File: config.mk
export PLATFORM = sky130hd
export DESIGN_NAME = rx_tailtag_ts
export DESIGN_NICKNAME = d
export VERILOG_FILES = /design/src/rtl/ttx_pkg.sv /design/src/rtl/tt_trailer_window.sv /design/src/rtl/tt_ts_rebuild.sv /design/src/rtl/rx_tailtag_ts.sv
export SDC_FILE = /design/constraint.sdc
export NUM_CORES = 1
export LEC_CHECK = 0
export BUFFER_PORTS_ARGS = -buffer_cell sky130_fd_sc_hd__buf_4
export CAP_MARGIN = 20
export CORE_ASPECT_RATIO = 1.4
export CORE_UTILIZATION = 37
export DETAILED_ROUTE_END_ITERATION = 8
export PLACE_DENSITY_LB_ADDON = 0.1
export SLEW_MARGIN = 5
export SYNTH_ARGS = -nofsm -noshare
export SYNTH_HDL_FRONTEND = slang
export SYNTH_SLANG_ARGS = --single-unit
File: constraint.sdc
create_clock -name clk -period 4.4 [get_ports clk]
set_input_delay 0.22 -clock clk [delete_from_list [all_inputs] [get_ports clk]]
set_output_delay 0.22 -clock clk [all_outputs]
set_load 0.005 [all_outputs]
File: src/rtl/ttx_pkg.sv
package ttx_pkg;
  localparam int BYTE_W = 8;
  typedef logic [BYTE_W-1:0] byte_t;
  typedef struct packed {
    logic  valid;
    byte_t data;
    logic  last;
  } beat_t;
endpackage

File: src/rtl/tt_trailer_window.sv
module tt_trailer_window
  import ttx_pkg::*;
#(
  parameter int NS_BITS = 30,
  parameter int SEC_LOW = 2,
  parameter int SEC_W   = 32,
  parameter int TAG_BIT = 7
) (
  input  logic               clk,
  input  logic               rst,
  input  logic               in_valid,
  input  byte_t              in_data,
  input  logic               in_last,
  input  logic [SEC_W-1:0]   ref_sec,
  output beat_t              beat,
  output logic               frame_done,
  output logic               frame_ptp,
  output logic [NS_BITS+SEC_LOW-1:0] ts_raw,
  output logic [SEC_W-1:0]   ref_snap
);
  localparam int RAW_W    = NS_BITS + SEC_LOW;
  localparam int TS_BYTES = RAW_W / BYTE_W;
  localparam int HOLD     = TS_BYTES + 1;
  localparam int CW       = $clog2(HOLD + 1);
  localparam int DW       = $clog2(TS_BYTES + 1);

  byte_t            win [HOLD];
  logic [CW-1:0]    fill;
  logic [DW-1:0]    drain;
  logic [RAW_W-1:0] raw_now;
  logic             full;
  logic             take_tag;
  logic             take_byte;

  assign full      = (fill == CW'(HOLD));
  assign take_tag  = (drain == '0) && in_valid && in_last;
  assign take_byte = (drain == '0) && in_valid && !in_last;

  // partial timestamp: entries 1..TS_BYTES of the window, first is MSB
  always_comb begin
    raw_now = '0;
    for (int i = 0; i < TS_BYTES; i++)
      raw_now[RAW_W-1-BYTE_W*i -: BYTE_W] = win[i+1];
  end

  // control path
  always_ff @(posedge clk) begin
    if (rst) begin
      fill        <= '0;
      drain       <= '0;
      beat.valid  <= 1'b0;
      beat.last   <= 1'b0;
      frame_done  <= 1'b0;
      frame_ptp   <= 1'b0;
    end else begin
      beat.valid <= 1'b0;
      beat.last  <= 1'b0;
      frame_done <= 1'b0;
      if (drain != '0) begin
        beat.valid <= 1'b1;
        beat.last  <= (drain == DW'(1));
        frame_done <= (drain == DW'(1));
        drain      <= drain - DW'(1);
      end else if (take_tag) begin
        beat.valid <= full;
        frame_ptp  <= in_data[TAG_BIT];
        fill       <= '0;
        if (in_data[TAG_BIT]) begin
          beat.last  <= 1'b1;
          frame_done <= 1'b1;
        end else begin
          drain <= DW'(TS_BYTES);
        end
      end else if (take_byte) begin
        beat.valid <= full;
        if (!full) fill <= fill + CW'(1);
      end
    end
  end

  // data path (no reset)
  always_ff @(posedge clk) begin
    if (drain != '0) begin
      beat.data <= win[1];
      for (int i = 1; i < HOLD - 1; i++) win[i] <= win[i+1];
    end else if (take_tag) begin
      beat.data <= win[0];
      ts_raw    <= raw_now;
      ref_snap  <= ref_sec;
    end else if (take_byte) begin
      beat.data <= win[0];
      for (int i = 0; i < HOLD - 1; i++) win[i] <= win[i+1];
      win[HOLD-1] <= in_data;
    end
  end
endmodule

File: src/rtl/tt_ts_rebuild.sv
module tt_ts_rebuild #(
  parameter int NS_BITS = 30,
  parameter int SEC_LOW = 2,
  parameter int SEC_W   = 32
) (
  input  logic                       clk,
  input  logic                       rst,
  input  logic                       frame_done,
  input  logic                       frame_ptp,
  input  logic [NS_BITS+SEC_LOW-1:0] ts_raw,
  input  logic [SEC_W-1:0]           ref_snap,
  output logic                       ts_valid,
  output logic                       ts_err,
  output logic [SEC_W-1:0]           ts_sec,
  output logic [NS_BITS-1:0]         ts_ns
);
  localparam logic [NS_BITS-1:0] NS_LIMIT = NS_BITS'(1000000000);
  localparam logic [SEC_W-1:0]   WRAP     = SEC_W'(1) << SEC_LOW;

  logic [NS_BITS-1:0] ns_part;
  logic [SEC_W-1:0]   joined;
  logic [SEC_W-1:0]   sec_fix;
  logic               ns_ok;

  assign ns_part = ts_raw[NS_BITS-1:0];
  assign ns_ok   = (ns_part < NS_LIMIT);

  generate
    if (SEC_W > SEC_LOW) begin : g_join
      assign joined = {ref_snap[SEC_W-1:SEC_LOW], ts_raw[NS_BITS+SEC_LOW-1:NS_BITS]};
    end else begin : g_narrow
      assign joined = ts_raw[NS_BITS +: SEC_W];
    end
  endgenerate

  assign sec_fix = (joined > ref_snap) ? (joined - WRAP) : joined;

  always_ff @(posedge clk) begin
    if (rst) begin
      ts_valid <= 1'b0;
      ts_err   <= 1'b0;
    end else begin
      ts_valid <= frame_done && frame_ptp && ns_ok;
      ts_err   <= frame_done && frame_ptp && !ns_ok;
    end
  end

  always_ff @(posedge clk) begin
    ts_sec <= sec_fix;
    ts_ns  <= ns_part;
  end
endmodule

File: src/rtl/rx_tailtag_ts.sv
module rx_tailtag_ts
  import ttx_pkg::*;
#(
  parameter int SEC_W   = 32,
  parameter int NS_BITS = 30,
  parameter int SEC_LOW = 2,
  parameter int TAG_BIT = 7
) (
  input  logic               clk,
  input  logic               rst,
  input  logic               in_valid,
  input  logic [7:0]         in_data,
  input  logic               in_last,
  input  logic [SEC_W-1:0]   ref_sec,
  output logic               out_valid,
  output logic [7:0]         out_data,
  output logic               out_last,
  output logic               ts_valid,
  output logic               ts_err,
  output logic [SEC_W-1:0]   ts_sec,
  output logic [NS_BITS-1:0] ts_ns
);
  localparam int RAW_W = NS_BITS + SEC_LOW;

  beat_t            beat;
  logic             frame_done;
  logic             frame_ptp;
  logic [RAW_W-1:0] ts_raw;
  logic [SEC_W-1:0] ref_snap;

  tt_trailer_window #(
    .NS_BITS(NS_BITS), .SEC_LOW(SEC_LOW), .SEC_W(SEC_W), .TAG_BIT(TAG_BIT)
  ) u_window (
    .clk(clk), .rst(rst),
    .in_valid(in_valid), .in_data(in_data), .in_last(in_last),
    .ref_sec(ref_sec),
    .beat(beat), .frame_done(frame_done), .frame_ptp(frame_ptp),
    .ts_raw(ts_raw), .ref_snap(ref_snap)
  );

  tt_ts_rebuild #(
    .NS_BITS(NS_BITS), .SEC_LOW(SEC_LOW), .SEC_W(SEC_W)
  ) u_rebuild (
    .clk(clk), .rst(rst),
    .frame_done(frame_done), .frame_ptp(frame_ptp),
    .ts_raw(ts_raw), .ref_snap(ref_snap),
    .ts_valid(ts_valid), .ts_err(ts_err), .ts_sec(ts_sec), .ts_ns(ts_ns)
  );

  // output stage, aligned with the rebuilt timestamp register
  always_ff @(posedge clk) begin
    if (rst) begin
      out_valid <= 1'b0;
      out_last  <= 1'b0;
    end else begin
      out_valid <= beat.valid;
      out_last  <= beat.valid && beat.last;
    end
  end

  always_ff @(posedge clk) out_data <= beat.data;
endmodule

# ---- Yosys cells after proc, flatten, opt, wreduce, memory -nomap -nowiden
# Memories as Yosys holds them, arrays and structs flattened.
# Index checks and enable logic that the tools add are counted.
dict set report word_totals {
  out_inout_bits 74
  in_bits 44
  elab_cells 71
  regBits 155
  ram_bits 40
  memories 1
}
# name depth width rd rd_ports_with_merged_regs wr line_no
set mem_list {}
lappend mem_list {u_window.win 5 8 5 0 5 tt_trailer_window.sv:27} ;# byte_t win [HOLD];
dict set report classes {
  n_reduce_logical 17
  mux 25
  addsub 3
  magnitude_cmp 2
  eq_ne 4
  n_bitwise 4
}
# op n
set ops {}
lappend ops {{8-bit two-way mux} 6}
lappend ops {{32-bit > comparator} 1}
lappend ops {{32-bit two-way mux} 1}
lappend ops {{32-bit by 3-bit subtractor with 32-bit output, second input constant} 1}
lappend ops {{30-bit less-than comparator, second input constant} 1}
lappend ops {{3-bit two-way mux} 6}
lappend ops {{1-bit two-way mux} 12}
lappend ops {{1-bit logical AND} 7}
lappend ops {{3-bit nonzero test} 2}
lappend ops {{2-bit AND reduction} 2}
lappend ops {{2-bit nonzero test} 2}
lappend ops {{3-bit by 1-bit adder with 3-bit output, second input constant} 1}
lappend ops {{3-bit by 1-bit equality test with 1-bit output, second input constant} 1}
lappend ops {{3-bit equality test, second input constant} 1}
lappend ops {{3-bit zero test} 1}
lappend ops {{1-bit bitwise OR} 3}
lappend ops {{3-bit AND reduction} 1}
lappend ops {{3-bit by 1-bit subtractor with 3-bit output, second input constant} 1}
lappend ops {{1-bit zero test} 2}
lappend ops {{2-bit by 1-bit != test with 1-bit output, second input constant} 1}
lappend ops {{2-bit != test, second input constant} 1}
lappend ops {{1-bit inverter} 1}

# ---- Depth between registers and ports, before layout
# Gate-level depths: netlist (run 1).
dict set report logic_depth {
  depth_word 8
  depth_mapped 7
  mapped_depth_nobuf 6
}

# ---- By module
# A second synthesis (run 1) with hierarchy kept.
dict set report unflattened {
  cells_unflattened 365
  area_unflattened_um2 6222.2
}
# mod n_inst cells_per_inst seq_area_each_um2 area_per_inst_um2
set by_module_without_submodules {}
lappend by_module_without_submodules {tt_trailer_window 1 173 3543.4 3906.2}
lappend by_module_without_submodules {tt_ts_rebuild 1 180 1281.2 2100.8}
lappend by_module_without_submodules {rx_tailtag_ts 1 12 200.2 215.2}

# ---- Worst setup path after synthesis (run 1)
# No wires, ideal clock.
dict set report synth_timing {
  path_kind {register to register}
  start {reg u_window.drain[0]}
  end {reg u_window.ref_snap[0] (enable)}
  t_required_ps 3982
  slack_ps 1867
  stages_incl_launch_ff 4
  period_less_slack_ps 2533
  arrival_time_ps 2115
  path_buffers 0
  setup_ps 418
  cell_sequence {dfxtp_1 -> nor3_2 -> nand3_1 -> inv_1}
}
dict set report synth_between {
  elab_chain_len 4
  word_cells_on_any_way 6
  classes_between {bitwise: 1; reduce/logical: 5}
}
# element line_no
set synth_rtl {}
lappend synth_rtl {{start, declared} tt_trailer_window.sv:29} ;# logic [DW-1:0] drain;
lappend synth_rtl {{start signal, assigned} tt_trailer_window.sv:63} ;# drain <= drain - DW'(1);
lappend synth_rtl {{start signal, assigned} tt_trailer_window.sv:72} ;# drain <= DW'(TS_BYTES);
lappend synth_rtl {{3-bit zero test} tt_trailer_window.sv:36} ;# assign take_tag = (drain == '0) && in_valid && in_last;
lappend synth_rtl {{1-bit logical AND (2 in a row)} tt_trailer_window.sv:36}
lappend synth_rtl {{2-bit AND reduction (no line) (*)} n/a}
lappend synth_rtl {{end signal, assigned} tt_trailer_window.sv:89} ;# ref_snap <= ref_sec;
lappend synth_rtl {{end, declared} tt_trailer_window.sv:19} ;# output logic [SEC_W-1:0] ref_snap
# Mark *: on every way between the ends. The rest lies on a longest branch, timed or not.
# A chain may end at the register's enable or synchronous reset.

# ---- Worst setup path after layout (run 1)
dict set report layout_timing {
  start {reg u_window.drain[0]}
  end {reg u_window.ts_raw[22] (read register of u_window.win) (enable)}
}
dict set report layout_between {
  elab_chain_len 4
  word_cells_on_any_way 6
  classes_between {bitwise: 1; reduce/logical: 5}
}
# element line_no
set layout_rtl {}
lappend layout_rtl {{3-bit zero test} tt_trailer_window.sv:36}
lappend layout_rtl {{1-bit logical AND (2 in a row)} tt_trailer_window.sv:36}
lappend layout_rtl {{2-bit AND reduction (no line) (*)} n/a}
lappend layout_rtl {{end, declared} tt_trailer_window.sv:18} ;# output logic [NS_BITS+SEC_LOW-1:0] ts_raw,
# Marks and branches as above.

==> impl_metrics.py, run 1 <==
metrics = {
    "detailed_routing": {
        "routed_wl_um": 11800,
        "drtPass1Iterations": 6,
        "drtAntennaViolNets": 0,
        "vias": 3450,
        "first_iter_violations": 163,
        "vias_per_cell": 4.59,
        "drc": 22,
        "wl_per_cell_um": 15.7,
    },
    "timing": {
        "fmax_mhz": 412,
        "finalSetupViolCount": 0,
        "finalClockSkew_ps": 8.98,
        "layout_min_cycle_time_ps": 2430,
        "rsz0062_at_grt": "no",
        "finalHoldViolCount": 0,
        "slew_headroom_pct": 35.4,
        "fin_crit_sh_pct": 55.2,
        "drv_slew": 0,
        "finalSetupTns_ps": 0,
        "worstMarginPinSlew_ps": 968,
    },
    "layout": {
        "area_growth_pct": 34.1,
        "final_nets": 588,
        "fin_area_um2": 8300,
        "diodes": 0,
        "drive_gt1_share_pct": 32.2,
    },
    "clock_network": {
        "cts_tree": "yes",
        "clock_path_buffers": 2,
        "h-tree-depth": 4,
        "cts.sinks": 195,
        "worst_setup_hold_path_clk_slew_ps": 70,
        "clk_latency_ps": 430,
        "cts_made_buffers": 17,
        "cts-root-buf": "clkbuf_16",
    },
    "synthesis": {
        "synth_cell_types": 38,
        "seq_area_frac_synth_pct": 81.2,
        "yosys_warnings": 0,
        "ys_ff_latch": 195,
        "synthCells": 363,
        "netlist_area_um2": 6190,
        "avgSynthCellArea_um2": 17.1,
        "syn_nets": 412,
    },
    "die": {
        "die_w_um": 111,
        "ios": 118,
        "die_area_um2": 17300,
        "die_h_um": 155,
        "placementRows": 55,
        "start_util_pct": 38.1,
        "core_um2": 16200,
    },
    "placed_design": {
        "gp_congestion": 0.770,
        "postPlaceCellArea_um2": 7330,
        "post-dp-hpwl_um": 7900,
        "port-buffer-count": 117,
    },
    "critical_path": {
        "worstPathCellList": "nor3_2 -> buf_4 -> nand3_1 -> inv_2 -> buf_4",
        "critical_path_class": "reg2reg",
        "worstPathMaxFanout": 44,
        "critPathMostFrequentCell": "buf_4",
        "start_kind": "flip-flop",
        "cp.arrival_ps": 2530,
        "slowest_delay_ps": 720,
        "crit_required_ps": 4510,
        "r2r_slack_ps": 1970,
        "critPathSlowestCell": "inv_2",
        "critPathCaptureType": "flip-flop",
    },
    "global_route": {
        "grt_pass1_vias": 3521,
        "grt-ovfl-total": 0,
        "grt_use_total_pct": 14.3,
        "antenna_found_initial": 0,
        "grt_pass1_wl_um": 18100,
        "grt_max_degree": 45,
    },
    "power_and_ir_drop": {
        "ir_drop_v": 0.000268,
        "power.leakage_nw": 3.18,
        "powerDensity_nw_per_um2": 455,
    },
    "outcome": {
        "status": "finished with violations",
        "violations": "DRC",
    },
    "run": {
        "max_cap_viol_count": 0,
    },
    "hold_path": {
        "hold_path.class": "in2reg",
    },
}
-- registers in the layout, indices dropped and copies added, names as in the netlist, 3 cells and up --
register	flops
u_rebuild.ts_sec	32
out_data	8
u_window.beat	10
u_window.ts_raw	32
u_window.ref_snap	32
u_window.drain	3
u_rebuild.ts_ns	30
u_window.fill	3
u_window.win	40
-- placed cells by master (no fill, tap or decap), types with 3 or more instances in the layout --
| cell | netlist | routed |
|---|---|---|
| buf_4 | 0 | 122 |
| edfxtp_1 | 112 | 112 |
| dfxtp_1 | 83 | 83 |
| dlygate4sd3_1 | 0 | 40 |
| xor2_1 | 22 | 22 |
| nand2_1 | 17 | 17 |
| clkbuf_16 | 0 | 17 |
| nor2_1 | 14 | 14 |
| nor3_1 | 10 | 10 |
| inv_1 | 9 | 8 |
| mux2_2 | 8 | 8 |
| nor4_2 | 7 | 7 |
| xnor2_1 | 7 | 7 |
| a21oi_1 | 7 | 7 |
| nor4_1 | 6 | 6 |
| o21ai_0 | 7 | 6 |
| ha_1 | 5 | 5 |
| or3_1 | 4 | 4 |
| or2_2 | 4 | 4 |
| or4_1 | 4 | 4 |
| nand3_1 | 3 | 3 |
| nor2b_1 | 3 | 3 |
| nor3b_1 | 3 | 3 |
| a31oi_1 | 3 | 3 |
| inv_6 | 0 | 3 |
| clkinvlp_4 | 0 | 3 |
-- routing by layer --
| layer | routed length [um] | part of all wire (%) | up-vias | track usage [%] |
|---|---|---|---|---|
| li1 | - | - | 1679 | - |
| met1 | 4640 | 39 | 1667 | 15.4 |
| met2 | 6330 | 54 | 88 | 25.6 |
| met3 | 550 | 4.7 | 16 | 4.56 |
| met4 | 261 | 2.2 | 0 | 6.76 |
| met5 | 0 | 0 | - | 0 |
-- cells in the mapped netlist --
library cell	n	area, um2
edfxtp_1	112	3360
dfxtp_1	83	1660
xor2_1	22	193
nand2_1	17	63.8
nor2_1	14	52.6
nor3_1	10	50.1
inv_1	9	33.8
mux2_2	8	90.1
a21oi_1	7	35.0
nor4_2	7	87.6
o21ai_0	7	35.0
xnor2_1	7	61.3
nor4_1	6	37.5
ha_1	5	62.6
clkbuf_1	4	15.0
or2_2	4	25.0
or3_1	4	25.0
or4_1	4	30.0
a31oi_1	3	18.8
nand3_1	3	15.0
nor2b_1	3	18.8
nor3b_1	3	22.5
a211oi_1	2	15.0
and2_1	2	12.5
o2111ai_1	2	17.5
o21ai_1	2	10.0
or4_4	2	22.5
buf_6	1	11.3
nand3b_1	1	7.51
nand4_1	1	6.26
nand4b_1	1	8.76
nand4bb_1	1	11.3
nor3_2	1	10.0
nor4_4	1	21.3
o211ai_1	1	7.51
o211ai_2	1	12.5
or2b_1	1	7.51
or4bb_1	1	11.3
-- stage by stage --
| stage | worst slack, ps | total power [mW] | util, % | hold WS [ps] | std cells |
|---|---|---|---|---|---|
| 2_1_floorplan | 1870 | 2.18 | - | 292 | 363 |
| 3_3_place_gp | 1990 | 2.31 | 45.1 | 326 | 679 |
| 3_5_place_dp | 1890 | 2.32 | 45.1 | 327 | 679 |
| 4_1_cts | 1880 | 3.83 | 51.1 | 19.3 | 751 |
| 5_1_grt | 1730 | 3.93 | 51.1 | 43.7 | 751 |
| 6_report | 1970 | 3.78 | 51.1 | 50.1 | 751 |
-- worst paths after layout --
| kind | start | to | cells after the start |
|---|---|---|---|
| worst max-delay path | u_window.drain[0]$_SDFFE_PP0P_ | u_window.ts_raw[22]$_DFFE_PP_ | 5 |
| worst min-delay path | rst | u_window.drain[1]$_SDFFE_PP0P_ | 2 |
| worst max register to register | u_window.drain[0]$_SDFFE_PP0P_ | u_window.ts_raw[22]$_DFFE_PP_ | 5 |
| worst min register to register | u_window.beat[8]$_DFFE_PP_ | out_data[7]$_DFF_P_ | 0 |
-- final cells by class --
class,instances,area [um2]
fill,1360,7940
sequential,195,5020
timing repair buffer,162,1320
multi-input combinational,154,1110
clock buffer,20,447
tap,199,249
clock inverter,12,124
inverter,9,33.8
-- worst max-delay path: cells and delay by family, from the launching register on --
kind	cells	cell delay, ps
buf+inv	3	1400
flops	1	360
simple gates	2	320
-- power by group --
part | switching (mW) | internal [mW] | total, mW | leakage [nW]
clock | 0.673 | 0.809 | 1.48 | 0.271
combinational | 0.0901 | 0.117 | 0.207 | 1.16
sequential | 0.0480 | 2.04 | 2.09 | 1.75
-- repair_timing --
item	4_1_cts	5_1_grt
setup buffers	0	0
gates resized for setup	0	0
hold buffers	40	0
setup endpoints to repair	0	0
hold endpoints to repair	40	0
-- cells by family (layout without fill, tap and decap cells) --
kind of cell | after synthesis | after routing | synth area share, %
XOR/XNOR | 29 | 29 | 4.10
adder cells (fa/ha/maj) | 5 | 5 | 1.01
flip-flops | 195 | 195 | 81.2
multiplexers | 8 | 8 | 1.46
buffers and inverters | 14 | 203 | 0.970
AO/OA/AOI/OAI | 25 | 25 | 2.45
AND/OR/NAND/NOR | 87 | 87 | 8.83
No activity file was read; power rests on OpenSTA's default activity.
==> inputs of run 2 (changes only) <==
--- a/config.mk
+++ b/config.mk
@@ -5,6 +5,7 @@
 export SDC_FILE = /design/constraint.sdc
 export NUM_CORES = 1
 export LEC_CHECK = 0
+export ABC_AREA = 1
 export BUFFER_PORTS_ARGS = -buffer_cell sky130_fd_sc_hd__buf_4
 export CAP_MARGIN = 20
 export CORE_ASPECT_RATIO = 1.4
==> constraint.sdc (replaced) <==
create_clock -name clk -period 2.1 [get_ports clk]
set_input_delay 0.105 -clock clk [delete_from_list [all_inputs] [get_ports clk]]
set_output_delay 0.105 -clock clk [all_outputs]
set_load 0.005 [all_outputs]
==> impl_metrics.py, run 2 <==
metrics = {
    "critical_path": {
        "critPathMostFrequentCell": "buf_4",
        "start_kind": "input port",
        "critPathCaptureType": "flip-flop",
        "worstPathMaxFanout": 16,
        "cp-startpoint": "in_valid",
        "slowest_delay_ps": 730,
        "critical_path_class": "in2reg",
        "path_buf_inv": 4,
        "critPathSlowestCell": "o21ai_2",
        "worstPathCellList": "dlygate4sd3_1 -> buf_4 -> inv_1 -> o21ai_2 -> buf_4",
        "cp.arrival_ps": 1850,
        "worstReg2RegStart": "u_window.ts_raw[31]$_DFFE_PP_",
        "crit_required_ps": 2240,
        "crit_family": "buffers and inverters",
    },
    "clock_network": {
        "clock_path_buffers": 2,
        "clk_latency_ps": 420,
        "h-tree-depth": 4,
        "cts.sinks": 195,
        "cts_made_buffers": 17,
        "worst_setup_hold_path_clk_slew_ps": 70,
        "cts_tree": "yes",
        "cts-root-buf": "clkbuf_16",
        "post_cts_buffers": 0,
    },
    "synthesis": {
        "ys_ff_latch": 195,
        "synth_cell_types": 27,
        "async_flop_share_pct": 0,
        "ys_top_cells_by_count": "112 x edfxtp_1, 110 x nand2_1, 83 x dfxtp_1",
        "yosysMostFrequentCell": "edfxtp_1",
        "seq_area_frac_synth_pct": 76.4,
        "synth_area_leaders": "edfxtp_1 51%, dfxtp_1 25%, nand2_1 6.3%",
        "netlist_area_um2": 6570,
        "yosys.area.top_type_share_pct": 51.2,
        "syn_nets": 564,
        "synthCells": 515,
        "dominantRegCellSynth": "edfxtp_1",
        "synth_top_area_cell": "edfxtp_1",
        "yosys_warnings": 0,
        "synth_edf_count": 112,
        "avgSynthCellArea_um2": 12.8,
    },
    "power_and_ir_drop": {
        "switching_share_pct": 23.3,
        "p_switching_mw": 1.88,
        "power.leakage_nw": 3.66,
        "clock_power_share_pct": 37.6,
        "intPower_mw": 6.18,
        "power_frac_seq_pct": 55.2,
        "p_total_mw": 8.06,
        "powerDensity_nw_per_um2": 916,
        "p_comb_share_pct": 7.1,
        "ir_drop_v": 0.000566,
    },
    "placed_design": {
        "port-buffer-count": 117,
        "place_ws_ps": 409,
        "post-dp-hpwl_um": 9620,
        "gp_congestion": 0.856,
    },
    "global_route": {
        "grt_pass1_vias": 4141,
        "grt_use_total_pct": 15.8,
        "grt_max_degree": 43,
        "grt_pass1_wl_um": 21200,
        "antenna_found_initial": 0,
        "grt-ovfl-total": 0,
    },
    "die": {
        "die_h_um": 160,
        "die_w_um": 115,
        "start_util_pct": 37.8,
        "die_area_um2": 18300,
        "core_um2": 17400,
        "placementRows": 57,
        "ios": 118,
    },
    "layout": {
        "regArea_um2": 5020,
        "multi_input_area_um2": 1310,
        "final_cell_mix": "124 x buf_4, 112 x edfxtp_1, 110 x nand2_1",
        "diodes": 0,
        "drive_gt1_share_pct": 25.8,
        "fillCellCount": 1597,
        "top_register": "u_window.win",
        "largest_register_ff_count": 40,
        "area_growth_pct": 33.8,
        "final_common_cell": "buf_4",
        "final_nets": 748,
    },
    "detailed_routing": {
        "wl_per_cell_um": 14.4,
        "drc": 0,
        "drtAntennaViolNets": 0,
        "vias_per_cell": 4.23,
        "drtPass1Iterations": 4,
        "first_iter_violations": 221,
        "vias": 4008,
        "routed_wl_um": 13700,
    },
    "timing": {
        "drv_slew": 0,
        "fin_crit_sh_pct": 81.3,
        "holdWs_ps": 154,
        "finalSetupTns_ps": 0,
        "fmax_mhz": 586,
        "finalClockSkew_ps": 6.74,
        "slew_headroom_pct": 40.1,
        "finalHoldViolCount": 0,
        "setup_slack_ps": 393,
        "rsz0062_at_grt": "no",
        "layout_min_cycle_time_ps": 1710,
        "worstMarginPinSlew_ps": 898,
        "finalSetupViolCount": 0,
    },
    "hold_path": {
        "hold_path.class": "in2reg",
        "worstHoldStart": "in_last",
    },
    "outcome": {
        "status": "completed",
    },
    "run": {
        "max_cap_viol_count": 0,
    },
}
-- run 2: cell types whose count changed after synthesis, moves of 7 or more --
cell	previous run	this run
mux2_2	8	0
nand2_1	17	110
nand3_1	3	27
inv_1	9	59
nor4_2	7	0
nor2_1	14	46
nor2_4	0	7
nor2_2	0	7
-- run 2: through the flow --
stage          instances  cell area [um2]  utilization, %
5_1_grt              948             8790            50.5
4_1_cts              948             8790            50.5
3_3_place_gp         874             7810            44.9
3_5_place_dp         874             7810            44.9
2_1_floorplan        515             6580               -
6_report             948             8790            50.5
-- run 2: power groups by stage --
stage	logic, mW	clock network [mW]	registers, mW
2_1_floorplan	0.218	0	4.51
3_3_place_gp	0.519	0	4.53
3_5_place_dp	0.524	0	4.53
4_1_cts	0.590	3.12	4.45
5_1_grt	0.638	3.26	4.48
6_report	0.575	3.03	4.45
-- run 2: per-layer routing --
metal | vias up | part of all wire, % | track usage [%]
met1 | 1843 | 40 | 17.2
li1 | 2054 | - | -
met4 | 0 | 2.2 | 7.02
met5 | - | 0 | 0
met3 | 16 | 4.6 | 4.14
met2 | 95 | 53 | 28.3
-- run 2: path summary, 6_finish.rpt --
kind / endpoint / slack [ps] / cells past startpoint
worst max-delay path: u_window.win[2][6]$_DFFE_PP_ / 390 / 5
worst max register to register: u_rebuild.ts_sec[28]$_DFF_P_ / 410 / 8
worst min register to register: u_rebuild.ts_ns[0]$_DFF_P_ / 340 / 0
worst min-delay path: u_window.fill[1]$_SDFFE_PP0P_ / 150 / 4
-- run 2: cells by family (layout without fill, tap and decap cells) --
family	Yosys count	after routing	share of synthesized area [%]
AOI/OAI and AO/OA	17	17	1.47
xor gates and xnor gates	17	17	2.26
adders and majority gates	5	5	0.952
buffers and inverters	62	259	3.71
DFF	195	195	76.4
and+or+nand+nor	219	219	15.2
-- run 2: final cells by class --
cell class              instances  share of cell area, %
flip-flops and latches        195                   57.1
repair buffers                167                   15.6
multi-input cells             258                   14.9
clock buffers                  18                   4.88
well taps                     236                   3.36
inverters                      60                   2.60
clock inverters                14                   1.48
-- run 2: worst register-to-register path: cells and delay by family, from the launching register on --
family                     cells  cell delay [ps]
adders and majority gates      1              330
AOI/OAI and AO/OA              1              260
DFF                            1              390
and+or+nand+nor                6              610
-- run 2: repair_timing --
item,in CTS,in global routing
hold buffers,42,0
hold endpoints to repair,48,0
resized for setup,0,0
==> inputs of run 3 (changes only) <==
==> constraint.sdc (replaced) <==
create_clock -name clk -period 1.6 [get_ports clk]
set_input_delay 0.08 -clock clk [delete_from_list [all_inputs] [get_ports clk]]
set_output_delay 0.08 -clock clk [all_outputs]
set_load 0.005 [all_outputs]
==> impl_metrics.py, run 3 (same netlist as run 2, synthesis figures left out) <==
metrics = {
    "layout": {
        "diodes": 0,
        "drive_gt1_share_pct": 31.1,
        "largest_register_ff_count": 40,
        "final_util_pct": 53.0,
        "final_cell_mix": "137 x buf_4, 112 x edfxtp_1, 102 x nand2_1",
        "final_cells": 969,
        "top_register": "u_window.win",
        "final_common_cell": "buf_4",
        "final_nets": 769,
        "area_growth_pct": 40.4,
        "fillCellCount": 1559,
    },
    "die": {
        "ios": 118,
        "die_area_um2": 18300,
        "start_util_pct": 37.8,
        "core_um2": 17400,
        "die_w_um": 115,
        "die_h_um": 160,
        "placementRows": 57,
    },
    "detailed_routing": {
        "drc": 0,
        "drtPass1Iterations": 5,
        "vias_per_cell": 4.31,
        "vias": 4172,
        "wl_per_cell_um": 14.7,
        "drtAntennaViolNets": 0,
        "first_iter_violations": 183,
        "routed_wl_um": 14300,
    },
    "critical_path": {
        "cp.arrival_ps": 1960,
        "r2r_end": "u_rebuild.ts_sec[22]$_DFF_P_",
        "critical_path_class": "reg2reg",
        "crit_required_ps": 1930,
        "worstPathMaxFanout": 6,
        "r2r_slack_ps": -30,
        "critPathCaptureType": "flip-flop",
        "worstReg2RegStart": "u_window.ts_raw[31]$_DFFE_PP_",
        "start_kind": "flip-flop",
        "rr_worst_depth": 9,
    },
    "clock_network": {
        "cts.sinks": 195,
        "h-tree-depth": 4,
        "cts-root-buf": "clkbuf_16",
        "clock_path_buffers": 2,
        "cts_made_buffers": 17,
        "worst_setup_hold_path_clk_slew_ps": 70,
        "cts_tree": "yes",
        "clk_latency_ps": 430,
    },
    "power_and_ir_drop": {
        "power.leakage_nw": 3.87,
        "p_total_mw": 10.8,
        "powerDensity_nw_per_um2": 1170,
        "ir_drop_v": 0.000790,
    },
    "global_route": {
        "grt_pass1_wl_um": 21500,
        "grt_use_total_pct": 16.1,
        "grt_max_degree": 25,
        "antenna_found_initial": 0,
        "grt-ovfl-total": 0,
        "grt_pass1_vias": 4287,
    },
    "timing": {
        "worstMarginPinSlew_ps": 463,
        "finalClockSkew_ps": 7.67,
        "slew_headroom_pct": 68.9,
        "setup_slack_ps": -34.3,
        "holdWs_ps": 54.5,
        "finalSetupViolCount": 7,
        "fmax_mhz": 612,
        "fin_crit_sh_pct": 102,
        "finalHoldViolCount": 0,
        "rsz0062_at_grt": "yes",
        "layout_min_cycle_time_ps": 1630,
        "drv_slew": 0,
    },
    "run": {
        "max_cap_viol_count": 0,
    },
    "hold_path": {
        "worstHoldStart": "in_last",
        "worstHoldPathCells": 4,
        "hold_path.class": "in2reg",
        "holdPathEnd": "u_window.fill[1]$_SDFFE_PP0P_",
    },
    "placed_design": {
        "gp_congestion": 0.804,
        "port-buffer-count": 117,
        "dp_cells": 884,
        "post-dp-hpwl_um": 10000,
        "place_ws_ps": -162,
    },
    "outcome": {
        "violations": "setup timing",
        "status": "finished with violations",
    },
}
[run 3: changes by cell type in the layout (fill, tap and decap cells not counted), moves of 3 or more]
cell     before  now
o21ai_0       7    3
nand2_4       2    6
nand3_1      27   21
buf_12        1    5
nand2_1     110  102
inv_6         1    5
nand2_2       6    9
buf_4       124  137
nand3_2       0    5
[run 3: timing repair]
| action | 4_1_cts | 5_1_grt |
|---|---|---|
| endpoints found under the setup margin | 44 | 56 |
| hold buffers | 42 | 0 |
| buffers inserted | 6 | 3 |
| hold endpoints to repair | 48 | 0 |
| pin swaps | 6 | 17 |
| resized for setup | 10 | 28 |
| gates cloned | 0 | 2 |
[run 3: final cells by class]
| class | instances | area (um2) | area share [%] |
|---|---|---|---|
| Clock inverter | 15 | 149 | 1.61 |
| Inverter | 60 | 229 | 2.48 |
| Sequential cell | 195 | 5030 | 54.5 |
| Multi-Input combinational cell | 258 | 1470 | 15.9 |
| Timing Repair Buffer | 188 | 1640 | 17.7 |
| Clock buffer | 17 | 425 | 4.61 |
| Tap cell | 236 | 295 | 3.20 |
[run 3: report_power, final]
| part | internal [mW] | switching [mW] |
|---|---|---|
| logic | 0.468 | 0.415 |
| clock network | 2.19 | 1.91 |
| registers | 5.69 | 0.158 |
[run 3: layer usage]
metal	global-route usage, %	vias to the layer above	wire (um)
met1	16.4	1937	5390
met3	4.93	20	707
met4	7.14	0	331
met5	0	-	0
met2	29.5	115	7820
li1	-	2100	-
[run 3: worst max-delay path by stage]
| stage | slack (ps) | startpoint | end |
|---|---|---|---|
| 2_1_floorplan | -330 | u_window.drain[0]$_SDFFE_PP0P_ | u_window.ref_snap[0]$_DFFE_PP_ |
| 3_3_place_gp | -70 | u_window.ts_raw[31]$_DFFE_PP_ | u_rebuild.ts_sec[28]$_DFF_P_ |
| 3_5_place_dp | -160 | u_window.ts_raw[31]$_DFFE_PP_ | u_rebuild.ts_sec[24]$_DFF_P_ |
| 4_1_cts | -50 | u_window.ts_raw[31]$_DFFE_PP_ | u_rebuild.ts_sec[14]$_DFF_P_ |
| 5_1_grt | -120 | u_window.ts_raw[31]$_DFFE_PP_ | u_rebuild.ts_sec[26]$_DFF_P_ |
| 6_report | -30 | u_window.ts_raw[31]$_DFFE_PP_ | u_rebuild.ts_sec[22]$_DFF_P_ |
[run 3: worst max-delay path, stage by stage (launching register included)]
cell and delay [ps]:
edfxtp_1 440, ha_4 320, nand2_4 70, nand2_4 100, nand2_8 90, nor3_4 160
buf_12 150, nand3_2 60, nand2_1 80, nand2_1 60
[run 3: per-stage QoR]
stage / cell area [um2] / TNS (ps)
final: 9230 / -135
after global routing: 9230 / -1720
after global placement: 7930 / -251
after CTS: 9030 / -309
after detailed placement: 7930 / -1290
after floorplan: 6590 / -23990
